===== src/rtl/bpconv_pkg.sv =====
package bpconv_pkg;
  localparam int unsigned REG_W    = 8;
  localparam int unsigned NUM_REGS = 16;
  localparam int unsigned BANK_N   = NUM_REGS / 2;
  localparam int unsigned BANK_W   = BANK_N * REG_W;
  localparam int unsigned LINE_W   = 4;
  localparam int unsigned IDX_W    = $clog2(REG_W);
  localparam int unsigned NB_W     = IDX_W + 1;

  typedef logic [1:0] depth_t;

  function automatic depth_t clamp_depth(input logic [1:0] raw);
    return (raw == 2'd3) ? 2'd2 : raw;
  endfunction
endpackage


===== src/rtl/bpconv_addr.sv =====
module bpconv_addr
  import bpconv_pkg::*;
#(
  parameter int unsigned ADDR_W = 11
) (
  input  logic [ADDR_W-1:0] base_in,
  input  logic [1:0]        depth_raw,
  input  logic [LINE_W-1:0] line,
  output logic [ADDR_W-1:0] row_base,
  output logic [NB_W-1:0]   row_bytes
);
  depth_t            depth;
  logic [ADDR_W-1:0] align_mask;
  logic [ADDR_W-1:0] tile_off;

  always_comb begin
    depth = clamp_depth(depth_raw);
    unique case (depth)
      2'd0:    begin row_bytes = NB_W'(8); align_mask = ~ADDR_W'(7'h7f); end
      2'd1:    begin row_bytes = NB_W'(4); align_mask = ~ADDR_W'(7'h3f); end
      default: begin row_bytes = NB_W'(2); align_mask = ~ADDR_W'(7'h1f); end
    endcase
    tile_off = (line[3] ? ADDR_W'(row_bytes) : '0) + ADDR_W'({line[2:0], 1'b0});
    row_base = (base_in & align_mask) + tile_off;
  end

  always_comb begin
    p_even_base_r3: assert (row_base[0] == 1'b0);
  end
endmodule


===== src/rtl/bpconv_xpose.sv =====
module bpconv_xpose
  import bpconv_pkg::*;
(
  input  logic [BANK_W-1:0] bank,
  input  logic [IDX_W-1:0]  sel,
  output logic [REG_W-1:0]  byte_out
);
  logic [REG_W-1:0] plane [REG_W];

  for (genvar k = 0; k < REG_W; k++) begin : g_plane
    for (genvar i = 0; i < BANK_N; i++) begin : g_bit
      assign plane[k][REG_W-1-i] = bank[i*REG_W + k];
    end
  end

  assign byte_out = plane[sel];
endmodule


===== src/rtl/bpconv_ctl.sv =====
module bpconv_ctl
  import bpconv_pkg::*;
#(
  parameter int unsigned ADDR_W = 11
) (
  input  logic              clk,
  input  logic              rst_n,
  input  logic              start,
  input  logic              line_clr,
  input  logic              ready,
  input  logic [ADDR_W-1:0] base_in,
  input  logic [NB_W-1:0]   bytes_in,
  input  logic [BANK_W-1:0] bank_in,
  output logic [LINE_W-1:0] line,
  output logic              busy,
  output logic              done,
  output logic [IDX_W-1:0]  idx,
  output logic [ADDR_W-1:0] base_q,
  output logic [BANK_W-1:0] bank_q
);
  logic [NB_W-1:0] bytes_q;
  logic            last;

  assign last = (NB_W'(idx) == bytes_q - NB_W'(1));

  always_ff @(posedge clk) begin
    if (!rst_n) begin
      busy    <= 1'b0;
      done    <= 1'b0;
      idx     <= '0;
      line    <= '0;
      base_q  <= '0;
      bytes_q <= NB_W'(2);
      bank_q  <= '0;
    end else begin
      done <= 1'b0;
      if (!busy && start) begin
        busy    <= 1'b1;
        idx     <= '0;
        base_q  <= base_in;
        bytes_q <= bytes_in;
        bank_q  <= bank_in;
      end else if (busy && ready) begin
        if (last) begin
          busy <= 1'b0;
          done <= 1'b1;
          line <= line + LINE_W'(1);
        end else begin
          idx <= idx + IDX_W'(1);
        end
      end
      if (line_clr) line <= '0;
    end
  end

  p_hold_r8: assert property (@(posedge clk) disable iff (!rst_n)
    busy && !ready |=> busy && $stable(idx));
  p_done_pulse_r9: assert property (@(posedge clk) disable iff (!rst_n)
    done |=> !done);
  p_done_idle_r9: assert property (@(posedge clk) disable iff (!rst_n)
    done |-> !busy);
  p_no_restart_r10: assert property (@(posedge clk) disable iff (!rst_n)
    busy |=> $stable(base_q) && $stable(bank_q));
  p_line_step_r6: assert property (@(posedge clk) disable iff (!rst_n)
    done && !$past(line_clr) |-> line == $past(line) + LINE_W'(1));
  p_count_r1: assert property (@(posedge clk) disable iff (!rst_n)
    busy |-> $onehot(bytes_q) && bytes_q >= NB_W'(2) && NB_W'(idx) < bytes_q);
endmodule


===== src/rtl/bpconv_dma.sv =====
module bpconv_dma
  import bpconv_pkg::*;
#(
  parameter int unsigned DST_W  = 24,
  parameter int unsigned ADDR_W = 11
) (
  input  logic                       clk,
  input  logic                       rst_n,
  input  logic                       start,
  input  logic                       ctrl_we,
  input  logic [7:0]                 ctrl_wdata,
  input  logic [1:0]                 cc_param,
  input  logic [DST_W-1:0]           dst_addr,
  input  logic [NUM_REGS*REG_W-1:0]  bitmap,
  output logic                       wr_valid,
  input  logic                       wr_ready,
  output logic [ADDR_W-1:0]          wr_addr,
  output logic [REG_W-1:0]           wr_data,
  output logic                       done
);
  logic [LINE_W-1:0] line;
  logic [ADDR_W-1:0] row_base, base_q;
  logic [NB_W-1:0]   row_bytes;
  logic [BANK_W-1:0] bank_live, bank_q;
  logic [IDX_W-1:0]  idx;
  logic              busy;
  logic              line_clr;

  assign line_clr  = ctrl_we && !ctrl_wdata[7];
  assign bank_live = line[0] ? bitmap[2*BANK_W-1:BANK_W] : bitmap[BANK_W-1:0];

  bpconv_addr #(.ADDR_W(ADDR_W)) u_addr (
    .base_in   (dst_addr[ADDR_W-1:0]),
    .depth_raw (cc_param),
    .line      (line),
    .row_base  (row_base),
    .row_bytes (row_bytes)
  );

  bpconv_ctl #(.ADDR_W(ADDR_W)) u_ctl (
    .clk      (clk),
    .rst_n    (rst_n),
    .start    (start),
    .line_clr (line_clr),
    .ready    (wr_ready),
    .base_in  (row_base),
    .bytes_in (row_bytes),
    .bank_in  (bank_live),
    .line     (line),
    .busy     (busy),
    .done     (done),
    .idx      (idx),
    .base_q   (base_q),
    .bank_q   (bank_q)
  );

  bpconv_xpose u_xpose (
    .bank     (bank_q),
    .sel      (idx),
    .byte_out (wr_data)
  );

  assign wr_valid = busy;
  assign wr_addr  = base_q + ADDR_W'({idx[2:1], 3'b000, idx[0]});

  p_stream_hold_r8: assert property (@(posedge clk) disable iff (!rst_n)
    wr_valid && !wr_ready |=> wr_valid && $stable(wr_addr) && $stable(wr_data));
  p_clear_r7: assert property (@(posedge clk) disable iff (!rst_n)
    line_clr |=> line == '0);
endmodule


===== config.mk =====
export PLATFORM = sky130hd
export DESIGN_NAME = bpconv_dma
export DESIGN_NICKNAME = d
export VERILOG_FILES = /design/src/rtl/bpconv_pkg.sv /design/src/rtl/bpconv_addr.sv /design/src/rtl/bpconv_xpose.sv /design/src/rtl/bpconv_ctl.sv /design/src/rtl/bpconv_dma.sv
export SDC_FILE = /design/constraint.sdc
export NUM_CORES = 1
export LEC_CHECK = 0
export BUFFER_PORTS_ARGS = -buffer_cell sky130_fd_sc_hd__buf_2
export CORE_MARGIN = 1
export CORE_UTILIZATION = 51
export DETAILED_ROUTE_END_ITERATION = 16
export PLACE_DENSITY = 0.93
export RECOVER_POWER = 50
export SLEW_MARGIN = 10
export SYNTH_ARGS = -nofsm -noshare
export SYNTH_HDL_FRONTEND = slang
export SYNTH_SLANG_ARGS = --single-unit

===== constraint.sdc =====
create_clock -name clk -period 6.25 [get_ports clk]
set_input_delay 1.875 -clock clk [delete_from_list [all_inputs] [get_ports clk]]
set_output_delay 1.875 -clock clk [all_outputs]
set_load 0.05 [all_outputs]

==> Yosys cells after proc, flatten, opt, wreduce, memory -nomap -nowiden <==
Index checks and enable logic that the tools add are counted.
{ "totals": {"input_bits": 167, "out_inout_bits": 21, "word_cells": 49, "ff_bits": 88} }
{ "op_classes": {"n_addsub": 6, "muxes": 12, "order_cmp": 1, "eq_ne": 3, "n_reduce_logical": 14, "bitwise": 6} }
{ "ops": {"columns": ["cell", "count"], "rows": [
  ["$mux W64", 1],
  ["$bmux W8 S3", 1],
  ["$mux W8", 2],
  ["$pmux W7 S2", 1],
  ["$add A11 B11 Y11", 1],
  ["$add A11 B4 Y11", 1],
  ["$add A11 B6 Y11", 1],
  ["$and A11 B11 Y11", 1],
  ["$pmux W4 S2", 1],
  ["$add A4 B1 Y4 const B", 1],
  ["$eq A3 B4 Y1", 1],
  ["$ge A4 B4 Y1 const B", 1],
  ["$mux W1", 4],
  ["$mux W4", 1],
  ["$not A1 Y1", 4],
  ["$not A3 Y4", 1],
  ["$reduce_and A2 Y1", 2],
  ["$reduce_bool A2 Y1", 2],
  ["$reduce_or A2 Y1", 2],
  ["$sub A4 B1 Y4 const B", 1],
  ["$add A3 B1 Y3 const B", 1],
  ["$logic_and A1 B1 Y1", 3],
  ["$reduce_and A3 Y1", 1],
  ["$reduce_or A3 Y1", 1],
  ["other kinds (5)", 6]
]} }

==> Logic depth before layout (Yosys ltp) <==
{ "depth": {"ltp_word": 7, "mapped_depth": 7, "ltp_nobuf": 7} }

==> By module <==
Synthesis repeated with hierarchy kept, for this count alone.
{ "hier_totals": {"cells_unflattened": 568, "hier_area_um2": 5231.3} }
{ "by_module_without_submodules": {"columns": ["mod", "seq_area_each_um2", "instances", "cells_per_inst", "area_per_inst_um2"], "rows": [
  ["bpconv_ctl", 1761.7, 1, 402, 3449.6],
  ["bpconv_dma", 0.0, 1, 110, 1037.2],
  ["bpconv_xpose", 0.0, 1, 29, 550.5],
  ["bpconv_addr", 0.0, 1, 27, 193.9]
]} }

==> Least setup slack after synthesis <==
No wires, ideal clock.
{ "synth_path": {"kind": "reg-to-output", "startpoint": "reg u_ctl.idx[2]", "endpoint": "out wr_addr[9]", "path_stages_with_launch": 6, "required_time_ns": 4.375, "slack_ns": 2.639, "arrival_time_ns": 1.736, "cell_sequence": "dfxtp_1 > ha_1 > a21oi_1 > nor2b_1 > and3_1 > xor2_1"} }
{ "synth_via": {"elab_chain_len": 1} }
{ "synth_rtl": {"columns": ["element", "line", "rtl"], "rows": [
  ["start, declared", "bpconv_ctl.sv:17", "output logic [IDX_W-1:0] idx,"],
  ["start signal, assigned", "bpconv_ctl.sv:49", "idx <= idx + IDX_W'(1);"],
  ["$add A11 B6 Y11", "bpconv_dma.sv:64", "assign wr_addr = base_q + ADDR_W'({idx[2:1], 3'b000, idx[0]});"],
  ["end, declared", "bpconv_dma.sv:17", "output logic [ADDR_W-1:0] wr_addr,"]
]} }
Every way passes these cells.

==> Worst setup path after layout <==
{ "layout_path": {"startpoint": "reg u_ctl.idx[1]", "endpoint": "out wr_addr[9]"} }
The elaborated chain is that of the path after synthesis.

==> qor.csv <==
metric;value;unit
Skew-Pair Late Insertion Delay;330;ps
Ports;188;
DRT iter0 DRCs;168;
initial antenna violation count;0;
PwrDens;221;nW/um^2
Critical Path Start Type;flop;
Seq/Total Area, Yosys;0.409;
remaining design rule violation count;0;
Leak;2.18;nW
Netlist Area Pre-Place;4210;sq um
DR vias;3713;
cell breakdown of the critical path;ha_1, a21oi_1, nor2b_1, and3_1, xor2_1, buf_2;
distinct cell type count after synthesis;40;
largest net degree at the start of global routing;69;
site row count;32;
Place WS;2140;ps
die area;8620;sq um
fin crit period;4480;ps
number of global-route vias before repair;3781;
H-tree level count;3;
R2R Path End;u_ctl.bytes_q[3];
Syn Area/Cell;9.50;sq um
GPL Wtd Cong;0.779;
clk slew on worst S/H paths;80;ps
setup_tns;0;ps
ant diodes;0;
unrepaired setup endpoints after global routing;no;
CTS sink count;86;
maxcap violations;1;
first drt pass iteration count;4;
R2R cell count;3;
Crit. Startpoint;u_ctl.idx[1];
Levels on crit path;6;
Final Hold Fails;0;
r2r startpoint;u_ctl.busy;
hold path cells;2;
status;finished, violations left;
first-pass GRT wire length;16800;microns
WP buf/inv;1;
max frequency;0.223;GHz
antenna-violating nets left;0;
failing checks;max-capacitance violations, max-slew violations;
post-cts resize count;0;
Max Transition Viols Final;69;
Total GRT Usage;0.248;
slowest CP cell;dfxtp_1;
share of cells above drive strength 1;0.329;
overall die width;92.9;microns
buffer depth of the longest clock path;2;
Syn. warnings;0;
Inserted Clock Buffers;9;
clk root buf;clkbuf_8;
number of synthesized register bits;86;
routed wire length;10300;microns
# port buffers;162;
slowest cell delay on critical path;1020;ps
Tcrit/Tclk final;0.717;
syn nets;620;
largest fanout on the critical path;20;
Worst Hold Class;flop to flop;
worst clock skew;4.69;ps
worst vdd ir;0.115;mV
crit path DAT;2610;ps
detailed-placement wirelength estimate;7370;microns
final setup vio count;0;
cts hold-fix bufs;0;
core area;7850;sq um
Crit path max-delay family;flip-flops;
CTS tree;done;
CP endpoint kind;output port;
routed len/inst;14.8;microns
Max-slew headroom;-0.201;
Worst Slack Setup Final;1770;ps
Slew @ Worst Pin;1800;ps
grt total ovfl;0;
flop2flop setup slack;3650;ps
crit path to;wr_addr[9];
Final nets;761;
worst path required time;4380;ps
post-CTS setup buffers;0;
CP Class;flop to output port;
Layout area overhead;23.0;%
Starting Density;0.537;
Die Height;92.9;microns
vias per cell;5.37;
Synth Instances;443;
==> layout by cell type (no fill, tap or decap), types with 3 or more instances in the layout <==
cell type,n
xor2_1,5
buf_2,154
mux2i_1,65
xnor2_1,4
nor2_1,7
dfxtp_1,85
ha_1,8
clkinv_2,3
a21oi_1,4
a22o_1,5
clkbuf_8,11
nand2_1,96
inv_1,9
mux4_2,16
nand3_1,5
o21ai_0,71
clkbuf_1,9
==> kinds of logic after synthesis <==
group / Yosys count / synth area share
buf+inv: 44 / 0.0532
flops: 86 / 0.409
simple gates: 120 / 0.118
mux: 82 / 0.244
fa+ha+maj: 10 / 0.0333
compound gates: 91 / 0.121
xor+xnor: 10 / 0.0226
==> report_power, final <==
part	switching (mW)	total, mW	internal [mW]
logic	0.0873	0.160	0.0726
clock network	0.186	0.391	0.205
registers	0.0182	0.595	0.577
total	0.291	1.15	0.855
==> metrics by stage <==
step | util | total power, mW | cell area [sq um] | hold WS [ps] | instances
2_1_floorplan | - | 0.699 | 4210 | 420 | 443
3_3_place_gp | 0.636 | 0.759 | 4990 | 429 | 675
3_5_place_dp | 0.636 | 0.769 | 4990 | 437 | 675
4_1_cts | 0.662 | 1.15 | 5190 | 456 | 691
5_1_grt | 0.660 | 1.20 | 5180 | 480 | 691
6_report | 0.660 | 1.15 | 5180 | 454 | 691
==> worst min-delay path by stage <==
stage | from | end | slack (ps)
6_report | u_ctl.bank_q[8] | u_ctl.bank_q[8] | 450
5_1_grt | u_ctl.bank_q[27] | u_ctl.bank_q[27] | 480
4_1_cts | u_ctl.bank_q[14] | u_ctl.bank_q[14] | 460
3_5_place_dp | u_ctl.bank_q[14] | u_ctl.bank_q[14] | 440
3_3_place_gp | u_ctl.bank_q[32] | u_ctl.bank_q[32] | 430
2_1_floorplan | u_ctl.bank_q[10] | u_ctl.bank_q[10] | 420
==> flip-flops by register name (all words and copies together) (netlist names) <==
name / cells
u_ctl.bytes_q: 3
u_ctl.base_q: 10
u_ctl.line: 4
u_ctl.done: 1
u_ctl.busy: 1
u_ctl.idx: 3
u_ctl.bank_q: 64
==> routing by layer <==
| layer | up-vias | share of wire | GRT usage | routed length [microns] |
|---|---|---|---|---|
| met5 | - | 0 | 0 | 0 |
| met4 | 0 | 0.012 | 0.101 | 128 |
| met3 | 15 | 0.047 | 0.0443 | 484 |
| met1 | 1745 | 0.40 | 0.272 | 4100 |
| met2 | 125 | 0.54 | 0.464 | 5540 |
| li1 | 1828 | - | - | - |
==> worst register-to-register path, delay by kind of cell, from the launching register on <==
family / cells / cell delay (ps)
compound gates: 1 / 620
flops: 1 / 370
simple gates: 2 / 1500
==> cell usage after synthesis, drive strengths merged <==
| master | n | area [sq um] |
|---|---|---|
| nand2 | 96 | 360 |
| dfxtp | 86 | 1720 |
| o21ai | 72 | 360 |
| mux2i | 65 | 651 |
| buf | 21 | 138 |
| mux4 | 16 | 360 |
| clkbuf | 13 | 48.8 |
| inv | 9 | 33.8 |
| ha | 8 | 100 |
| nor2 | 7 | 26.3 |
| xor2 | 6 | 60.1 |
| a22o | 5 | 43.8 |
| nand3 | 5 | 25.0 |
| a21oi | 4 | 20.0 |
| xnor2 | 4 | 35.0 |
| nor2b | 3 | 18.8 |
| a211oi | 2 | 15.0 |
| a32o | 2 | 20.0 |
| and2 | 2 | 13.8 |
| and3 | 2 | 12.5 |
| fa | 2 | 40.0 |
| a211o | 1 | 8.76 |
| a21o | 1 | 7.51 |
| a22oi | 1 | 7.51 |
| a31o | 1 | 8.76 |
| a41oi | 1 | 8.76 |
| and4 | 1 | 11.3 |
| and4b | 1 | 10.0 |
| clkinv | 1 | 3.75 |
| mux2 | 1 | 15.0 |
| nand2b | 1 | 6.26 |
| nand4 | 1 | 6.26 |
| nor3 | 1 | 5.00 |
| o31ai | 1 | 7.51 |
==> layout make-up <==
cell class | instances | area (sq um)
inverters | 10 | 37.5
multi-input cells | 313 | 2270
repair buffers | 164 | 816
clock buffers | 12 | 155
well taps | 102 | 128
fillers | 653 | 2670
flip-flops and latches | 86 | 1730
clock inverters | 4 | 45.0
Note: power is estimated with default switching activity, not from simulation.
